==> config.mk <==
export PLATFORM = sky130hd
export DESIGN_NAME = cmdreg_bank
export DESIGN_NICKNAME = d
export VERILOG_FILES = /design/src/rtl/cmdreg_pkg.sv /design/src/rtl/cmdreg_decode.sv /design/src/rtl/cmdreg_cell.sv /design/src/rtl/cmdreg_rdmux.sv /design/src/rtl/cmdreg_bank.sv
export SDC_FILE = /design/constraint.sdc
export NUM_CORES = 1
export LEC_CHECK = 0
export ABC_AREA = 1
export BUFFER_PORTS_ARGS = -buffer_cell sky130_fd_sc_hd__buf_2
export CORE_ASPECT_RATIO = 0.75
export CORE_MARGIN = 2
export CORE_UTILIZATION = 25
export CTS_CLUSTER_SIZE = 16
export DETAILED_ROUTE_END_ITERATION = 8
export PLACE_DENSITY = 0.54
export SLEW_MARGIN = 20
export SYNTH_ARGS = -nofsm -noshare
export SYNTH_HDL_FRONTEND = slang
export SYNTH_SLANG_ARGS = --single-unit
==> constraint.sdc <==
create_clock -name clk -period 1 [get_ports clk]
set_input_delay 0 -clock clk [delete_from_list [all_inputs] [get_ports clk]]
set_output_delay 0 -clock clk [all_outputs]
set_load 0.1 [all_outputs]
==> src/rtl/cmdreg_pkg.sv <==
package cmdreg_pkg;
    localparam int CMD_DW    = 32;
    localparam int CMD_AW    = 8;
    localparam int NUM_REGS  = 5;
    localparam int LANE_W    = 8;
    localparam int NUM_LANES = CMD_DW / LANE_W;

    localparam logic [CMD_AW-1:0] REG_OFFS [NUM_REGS] =
        '{8'h40, 8'h48, 8'h50, 8'h54, 8'h64};
    localparam logic [CMD_DW-1:0] REG_MASKS [NUM_REGS] =
        '{32'h1F7F7F1F, 32'h000F0F7F, 32'h3F7F3F7F, 32'h0F7F3F7F, 32'h0000001B};

    typedef struct packed {
        logic [CMD_DW-1:0] bits;
    } cell_state_t;
endpackage

==> src/rtl/cmdreg_decode.sv <==
module cmdreg_decode
    import cmdreg_pkg::*;
(
    input  logic [CMD_AW-1:0]   addr,
    output logic [NUM_REGS-1:0] hit
);
    for (genvar k = 0; k < NUM_REGS; k++) begin : g_cmp
        assign hit[k] = (addr == REG_OFFS[k]);
    end
endmodule

==> src/rtl/cmdreg_cell.sv <==
module cmdreg_cell
    import cmdreg_pkg::*;
#(
    parameter logic [CMD_DW-1:0] IMPL_MASK = '0
) (
    input  logic                 clk,
    input  logic                 rst_n,
    input  logic                 wr_hit,
    input  logic [NUM_LANES-1:0] lane_en,
    input  logic [CMD_DW-1:0]    wdata,
    output logic [CMD_DW-1:0]    bits_o
);
    localparam logic [CMD_DW-1:0] VAL_POS    = {NUM_LANES{8'h80}};
    localparam logic [CMD_DW-1:0] STORE_MASK = IMPL_MASK & ~VAL_POS;

    cell_state_t st_d, st_q;

    always_comb begin
        st_d = st_q;
        if (wr_hit) begin
            for (int b = 0; b < NUM_LANES; b++) begin
                if (lane_en[b]) begin
                    for (int i = 0; i < LANE_W - 1; i++) begin
                        if (wdata[b*LANE_W + i])
                            st_d.bits[b*LANE_W + i] = wdata[b*LANE_W + LANE_W - 1];
                    end
                end
            end
        end
        st_d.bits = st_d.bits & STORE_MASK;
    end

    always_ff @(posedge clk) begin
        if (!rst_n) st_q <= '0;
        else        st_q <= st_d;
    end

    assign bits_o = st_q.bits;

    for (genvar b = 0; b < NUM_LANES; b++) begin : g_chk
        // selected implemented bits go to 1 when the value bit is 1
        assert_lane_set_R2: assert property (@(posedge clk) disable iff (!rst_n)
            (wr_hit && lane_en[b] && wdata[b*LANE_W+7]) |=>
            ((bits_o[b*LANE_W +: 7] & $past(wdata[b*LANE_W +: 7]) & STORE_MASK[b*LANE_W +: 7])
              == ($past(wdata[b*LANE_W +: 7]) & STORE_MASK[b*LANE_W +: 7])));
        // selected bits go to 0 when the value bit is 0
        assert_lane_clear_R3: assert property (@(posedge clk) disable iff (!rst_n)
            (wr_hit && lane_en[b] && !wdata[b*LANE_W+7]) |=>
            ((bits_o[b*LANE_W +: 7] & $past(wdata[b*LANE_W +: 7])) == 7'd0));
        // unselected bits in an enabled lane hold
        assert_unselected_hold_R4: assert property (@(posedge clk) disable iff (!rst_n)
            (wr_hit && lane_en[b]) |=>
            ((bits_o[b*LANE_W +: 7] & ~$past(wdata[b*LANE_W +: 7]))
              == ($past(bits_o[b*LANE_W +: 7]) & ~$past(wdata[b*LANE_W +: 7]))));
        // a disabled lane (or no write here) holds all its bits
        assert_lane_idle_R5: assert property (@(posedge clk) disable iff (!rst_n)
            (!wr_hit || !lane_en[b]) |=>
            (bits_o[b*LANE_W +: LANE_W] == $past(bits_o[b*LANE_W +: LANE_W])));
    end
endmodule

==> src/rtl/cmdreg_rdmux.sv <==
module cmdreg_rdmux
    import cmdreg_pkg::*;
(
    input  logic [NUM_REGS-1:0]        hit,
    input  logic [NUM_REGS*CMD_DW-1:0] regs_flat,
    output logic [CMD_DW-1:0]          rdata
);
    always_comb begin
        rdata = '0;
        for (int k = 0; k < NUM_REGS; k++) begin
            if (hit[k]) rdata = rdata | regs_flat[k*CMD_DW +: CMD_DW];
        end
    end
endmodule

==> src/rtl/cmdreg_bank.sv <==
module cmdreg_bank
    import cmdreg_pkg::*;
(
    input  logic                        clk,
    input  logic                        rst_n,
    input  logic [CMD_AW-1:0]           bus_addr,
    input  logic [CMD_DW-1:0]           bus_wdata,
    input  logic [NUM_LANES-1:0]        bus_be,
    input  logic                        bus_we,
    output logic [CMD_DW-1:0]           bus_rdata,
    output logic [NUM_REGS*CMD_DW-1:0]  ctl_bits
);
    logic [NUM_REGS-1:0] hit;

    cmdreg_decode u_decode (
        .addr (bus_addr),
        .hit  (hit)
    );

    for (genvar k = 0; k < NUM_REGS; k++) begin : g_reg
        cmdreg_cell #(.IMPL_MASK(REG_MASKS[k])) u_cell (
            .clk     (clk),
            .rst_n   (rst_n),
            .wr_hit  (bus_we && hit[k]),
            .lane_en (bus_be),
            .wdata   (bus_wdata),
            .bits_o  (ctl_bits[k*CMD_DW +: CMD_DW])
        );

        // readback never shows bits outside the implemented mask
        assert_unimpl_zero_R7: assert property (@(posedge clk) disable iff (!rst_n)
            hit[k] |-> ((bus_rdata & ~REG_MASKS[k]) == '0));
        // readback equals the control output of the addressed register
        assert_read_matches_R9: assert property (@(posedge clk) disable iff (!rst_n)
            hit[k] |-> (bus_rdata == ctl_bits[k*CMD_DW +: CMD_DW]));
    end

    cmdreg_rdmux u_rdmux (
        .hit       (hit),
        .regs_flat (ctl_bits),
        .rdata     (bus_rdata)
    );

    // at most one register answers an address; unmapped reads are zero
    assert_single_hit_R8: assert property (@(posedge clk) disable iff (!rst_n)
        $onehot0(hit));
    assert_unmapped_zero_R8: assert property (@(posedge clk) disable iff (!rst_n)
        (hit == '0) |-> (bus_rdata == '0));
endmodule

Yosys cells after proc, flatten, opt, wreduce, memory -nomap -nowiden

Cells that the tools add are included.

Register bits after elaboration: 121
Input port bits: 47
Output and inout port bits: 192
Logic and storage cells: 206

Equality and inequality tests: 5
Mux-type cells: 5
Bitwise operators: 4
Reductions and logical operators: 98

Operators by type and width:

| operator                                                        | number |
|---|---|
| 3-bit AND reduction                                             | 93 |
| 32-bit 2-to-1 mux                                               | 4 |
| 8-bit by 7-bit == test with 1-bit output, second input constant | 5 |
| 32-bit by 20-bit bitwise OR with 32-bit output                  | 1 |
| 32-bit by 28-bit bitwise OR with 32-bit output                  | 1 |
| 32-bit by 30-bit bitwise OR with 32-bit output                  | 1 |
| 32-bit bitwise OR                                               | 1 |
| 29-bit 2-to-1 mux                                               | 1 |
| 1-bit logical AND                                               | 5 |

Depth between registers and ports, before layout

Word-level depth: 10
Gate-level depth with buffers: 9
Depth with buffers taken out: 8

Cells and area by module

From an unflattened synthesis, not the netlist that was laid out.

Cell total of the unflattened synthesis: 1140
Area, all modules: 6406.1 sq um

By module, submodules not included:

| module                            | instances | cells each | area each (sq um) | sequential area each (sq um) |
|---|---|---|---|---|
| cmdreg_cell (g_reg[0].u_cell ...) | 2         | 181        | 1156.1            | 480.5 |
| cmdreg_rdmux                      | 1         | 367        | 1478.9            | 0.0 |
| cmdreg_cell (g_reg[2].u_cell)     | 1         | 195        | 1275.0            | 520.5 |
| cmdreg_cell (g_reg[1].u_cell)     | 1         | 125        | 813.3             | 300.3 |
| cmdreg_cell (g_reg[4].u_cell)     | 1         | 57         | 389.1             | 80.1 |
| cmdreg_decode                     | 1         | 24         | 100.1             | 0.0 |
| cmdreg_bank                       | 1         | 10         | 37.5              | 0.0 |

Worst setup path after synthesis

OpenSTA, ideal clock, no wires.

Path type: reg2out
Start point: register g_reg[0].u_cell.st_q, in the netlist g_reg[0].u_cell.bits_o[28]
End point: output port bus_rdata[28]
Data arrival time: 2.588 ns
Data required time: 1.000 ns
Path slack: -1.588 ns
Cell stages (with the launch flop): 3
Path buffers: 0
Cell sequence: dfxtp_1 -> inv_1 -> o22ai_1

Word-level cells in the longest chain between the ends: 9

RTL lines:

| element                                        | RTL line           | source |
|---|---|---|
| from (decl)                                    | cmdreg_cell.sv:16  | `cell_state_t st_d, st_q;` |
| from (signal assigned)                         | cmdreg_cell.sv:35  | `else st_q <= st_d;` |
| 29-bit 2-to-1 mux (*)                          | cmdreg_rdmux.sv:11 | `if (hit[k]) rdata = rdata \| regs_flat[k*CMD_DW +: CMD_DW];` |
| 32-bit by 20-bit bitwise OR with 32-bit output | cmdreg_rdmux.sv:11 |  |
| 32-bit 2-to-1 mux (*)                          | cmdreg_rdmux.sv:11 |  |
| 32-bit by 30-bit bitwise OR with 32-bit output | cmdreg_rdmux.sv:11 |  |
| 32-bit 2-to-1 mux (*)                          | cmdreg_rdmux.sv:11 |  |
| 32-bit by 28-bit bitwise OR with 32-bit output | cmdreg_rdmux.sv:11 |  |
| 32-bit 2-to-1 mux (*)                          | cmdreg_rdmux.sv:11 |  |
| 32-bit bitwise OR                              | cmdreg_rdmux.sv:11 |  |
| 32-bit 2-to-1 mux (*)                          | cmdreg_rdmux.sv:11 |  |
| to (decl)                                      | cmdreg_bank.sv:10  | `output logic [CMD_DW-1:0] bus_rdata,` |

Mark *: on every way between the ends. The rest lies on a longest branch, timed or not.

Final worst setup path

Start point: input port bus_addr[1]
End point: output port bus_rdata[2]

Word-level cells in the longest chain between the ends: 10
Elaborated cells between the ends (all ways): 14
Classes of those cells: eq/ne: 5; mux: 5; bitwise: 4

RTL lines:

| element                                        | RTL line           | source |
|---|---|---|
| from (decl)                                    | cmdreg_bank.sv:6   | `input logic [CMD_AW-1:0] bus_addr,` |
| 8-bit by 7-bit == test with 1-bit output       | cmdreg_decode.sv:8 | `assign hit[k] = (addr == REG_OFFS[k]);` |
| 29-bit 2-to-1 mux                              | cmdreg_rdmux.sv:11 |  |
| 32-bit by 20-bit bitwise OR with 32-bit output | cmdreg_rdmux.sv:11 |  |
| 32-bit 2-to-1 mux                              | cmdreg_rdmux.sv:11 |  |
| 32-bit by 30-bit bitwise OR with 32-bit output | cmdreg_rdmux.sv:11 |  |
| 32-bit 2-to-1 mux                              | cmdreg_rdmux.sv:11 |  |
| 32-bit by 28-bit bitwise OR with 32-bit output | cmdreg_rdmux.sv:11 |  |
| 32-bit 2-to-1 mux                              | cmdreg_rdmux.sv:11 |  |
| 32-bit bitwise OR                              | cmdreg_rdmux.sv:11 |  |
| 32-bit 2-to-1 mux (*)                          | cmdreg_rdmux.sv:11 |  |

Marks and branches as above.

==> summary.txt <==
Run status
  – Status: complete, but fails checks
  – Violated checks: negative setup slack

Yosys
  – Main combinational cell family by area after synthesis: simple AND/OR/NAND/NOR gates
  – Adder-cell share of the synthesized area: 0%
  – Mapped Avg Cell Area: 5.98 um^2
  – FF+latch count, synth: 93
  – XOR/XNOR Fraction of Synth Area: 0%
  – Post-synthesis mux area share: 0%
  – Mapped Cells: 1010
  – Syn Std Cell Area: 6040 um^2
  – Seq/Total Area, Yosys: 30.8%
  – Area fraction in compound gates after synthesis: 1.80%
  – Synth Warn #: 0
  – Synth Area in Simple Gates: 44.4%
  – Distinct cell type count after synthesis: 21

Timing
  – Clk_skew: 0 ns
  – Final WS setup: -0.265 ns
  – Final setup TNS: -6.23 ns
  – RSZ-0062 raised after global routing: true
  – Final Slew Violations: 0
  – Final Hold Viols: 0
  – Hold_ws: 0.0180 ns
  – Max Clock Freq: 791 MHz
  – Fin crit period: 1.26 ns
  – Final setup fails: 44
  – Tcrit/Tclk final: 126%

Hold path
  – Hold crit path type: input port to register

Routing
  – WL final: 23700 um
  – Initial DRC Count: 463
  – Post-route DRC: 0
  – Via/cell ratio: 4.45
  – Drt pass-1 iters: 7
  – WL/cell: 15.4 um
  – Post-route ant nets: 0
  – Vias: 6877

Setup path
  – Crit path DAT: 1.26 ns
  – Critical Path Fanout Max: 5
  – Slowest cell on the critical path: buf_6
  – Cell repeated most along the worst path: nor2_4
  – CP startpoint kind: input port
  – CP required: 1.00 ns
  – Critical path type: input port to primary output
  – Cells along the critical path: buf_8 -> nor2_4 -> nand2_4 -> nor2_4 -> buf_6 -> nand2_1 -> nand4_1 -> buf_12
  – Largest stage delay, worst path: 0.21 ns
  – CP Capture Type: primary output

Pwr
  – Seq pwr share: 39.4%
  – Total power: 8910 uW
  – IR drop worst, VDD: 688 uV
  – Switching share of total power: 37.4%
  – Power Dens Cells: 815 nW/um^2
  – Leakage Power: 0.00489 uW
  – Internal power: 5580 uW
  – Combinational Power Share: 22.9%
  – Clk pwr share: 37.7%
  – Switching Power: 3330 uW

Global routing
  – GRT overflow: 0
  – Pin count of the biggest net entering global routing: 58
  – Met2 Track Usage GR: 27.7%
  – Met3 Resource Use GR: 4.28%
  – Initial antenna violation count: 2
  – Vias in the first global route: 6320
  – M1 GR Usage: 23.9%
  – Gr usage total: 17.6%
  – GR peak layer: met2
  – First-pass GRT wire length: 35000 um

Floorplan
  – CORE AREA: 23800 um^2
  – Starting Density: 25.3%
  – Die area: 25400 um^2
  – Site Rows: 49
  – I/O pins: 239
  – Die Y: 139 um
  – Die W: 183 um

Placement
  – Post-DP HPWL: 14000 um
  – Port Buffers: 165
  – RD Place Congestion: 0.770
  – Dpl ws: -0.314 ns

Clocking
  – CTS Buffer Depth: 2
  – CTS clk-pin slew, worst paths: 0.06 ns
  – Total CTS buffers: 9
  – Clock sinks: 93
  – Clock Latency Late Sink: 0.35 ns
  – H-tree depth: 3
  – Clk root buf: clkbuf_16
  – TritonCTS clock tree: done

Finish
  – Commonest non-fill, non-tap cells in the layout: nand2_1, nor2_1, buf_12
  – Util after Layout: 45.8%
  – Max reg flops: 93
  – Final #Nets: 1279
  – Synth-to-Final Area Change: 81.0%
  – Layout cells sized above 1: 37.5%
  – Commonest non-fill, non-tap cell in the layout: nand2_1
  – Filler cell count: 2311

Job
  – Maxcap violations: 0
==> cell usage after synthesis, drive strengths merged <==
| master | number | area share [%] |
|---|---|---|
| nand4 | 102 | 11 |
| dfxtp | 93 | 31 |
| clkinv | 1 | 0.062 |
| inv | 148 | 9.2 |
| nor3b | 1 | 0.12 |
| clkbuf | 20 | 1.2 |
| nor2 | 200 | 13 |
| buf | 111 | 12 |
| conb | 1 | 0.062 |
| nand2 | 261 | 16 |
| o211ai | 11 | 1.4 |
| nand3 | 56 | 4.6 |
| o21ai | 4 | 0.33 |
| o22ai | 1 | 0.10 |
==> repair_timing <==
item                                    in CTS  in global routing
endpoints found under the setup margin      27                131
endpoints found under the hold margin        3                  0
hold buffers                                 1                  0
pin swaps                                   34                 26
buffers inserted                            53                 17
gates cloned                                 7                  7
resized for setup                           82                 75
==> layer usage <==
metal	part of all wire (%)	up-vias	wire, um
met3	6.5	24	1540
met4	1.3	0	308
met2	46	240	10900
met1	46	3152	11000
met5	0	-	0
li1	-	3461	-
==> worst max-delay path: cells and delay by family <==
family | cells | cell delay (ns)
buf+inv | 3 | 0.52
simple gates | 5 | 0.74
==> power groups by stage <==
stage                     Sequential, uW  Combinational [uW]  Clock, uW
after floorplan                     3620                1810          0
after global placement              3600                1930          0
after detailed placement            3600                1940          0
after CTS                           3510                2000       3490
after global routing                3510                2130       3630
final                               3510                2040       3360
==> through the flow <==
| stage | area (um^2) | std cells |
|---|---|---|
| 2_1_floorplan | 6740 | 1081 |
| 3_3_place_gp | 9390 | 1457 |
| 3_5_place_dp | 9390 | 1457 |
| 4_1_cts | 10600 | 1534 |
| 5_1_grt | 10900 | 1543 |
| 6_report | 10900 | 1545 |
==> area by class of cell <==
class / instances / area, um^2 / area share [%]
Timing Repair Buffer: 271 / 4120 / 37.7
Multi-Input combinational cell: 708 / 3400 / 31.1
Sequential cell: 93 / 2160 / 19.7
Inverter: 149 / 582 / 5.32
Tap cell: 306 / 383 / 3.50
Clock buffer: 10 / 239 / 2.19
Clock inverter: 6 / 46.3 / 0.424
Antenna cell: 2 / 5.00 / 0.0458
==> worst paths after layout <==
check	startpoint	endpoint	slack, ns	cells past startpoint
setup reg to reg	g_reg[2].u_cell.bits_o[17]	g_reg[2].u_cell.bits_o[17]	0.25	5
hold / removal	bus_wdata[24]	g_reg[3].u_cell.bits_o[24]	0.02	5
hold reg to reg	g_reg[3].u_cell.bits_o[22]	g_reg[3].u_cell.bits_o[22]	0.51	2
setup / recovery	bus_addr[1]	bus_rdata[2]	-0.26	8
==> logic make-up after synthesis <==
kind of cell / Yosys count
AOI/OAI and AO/OA: 16
buffers and inverters: 280
DFF: 93
other: 1
and+or+nand+nor: 620
No activity file was read; power rests on OpenSTA's default activity.
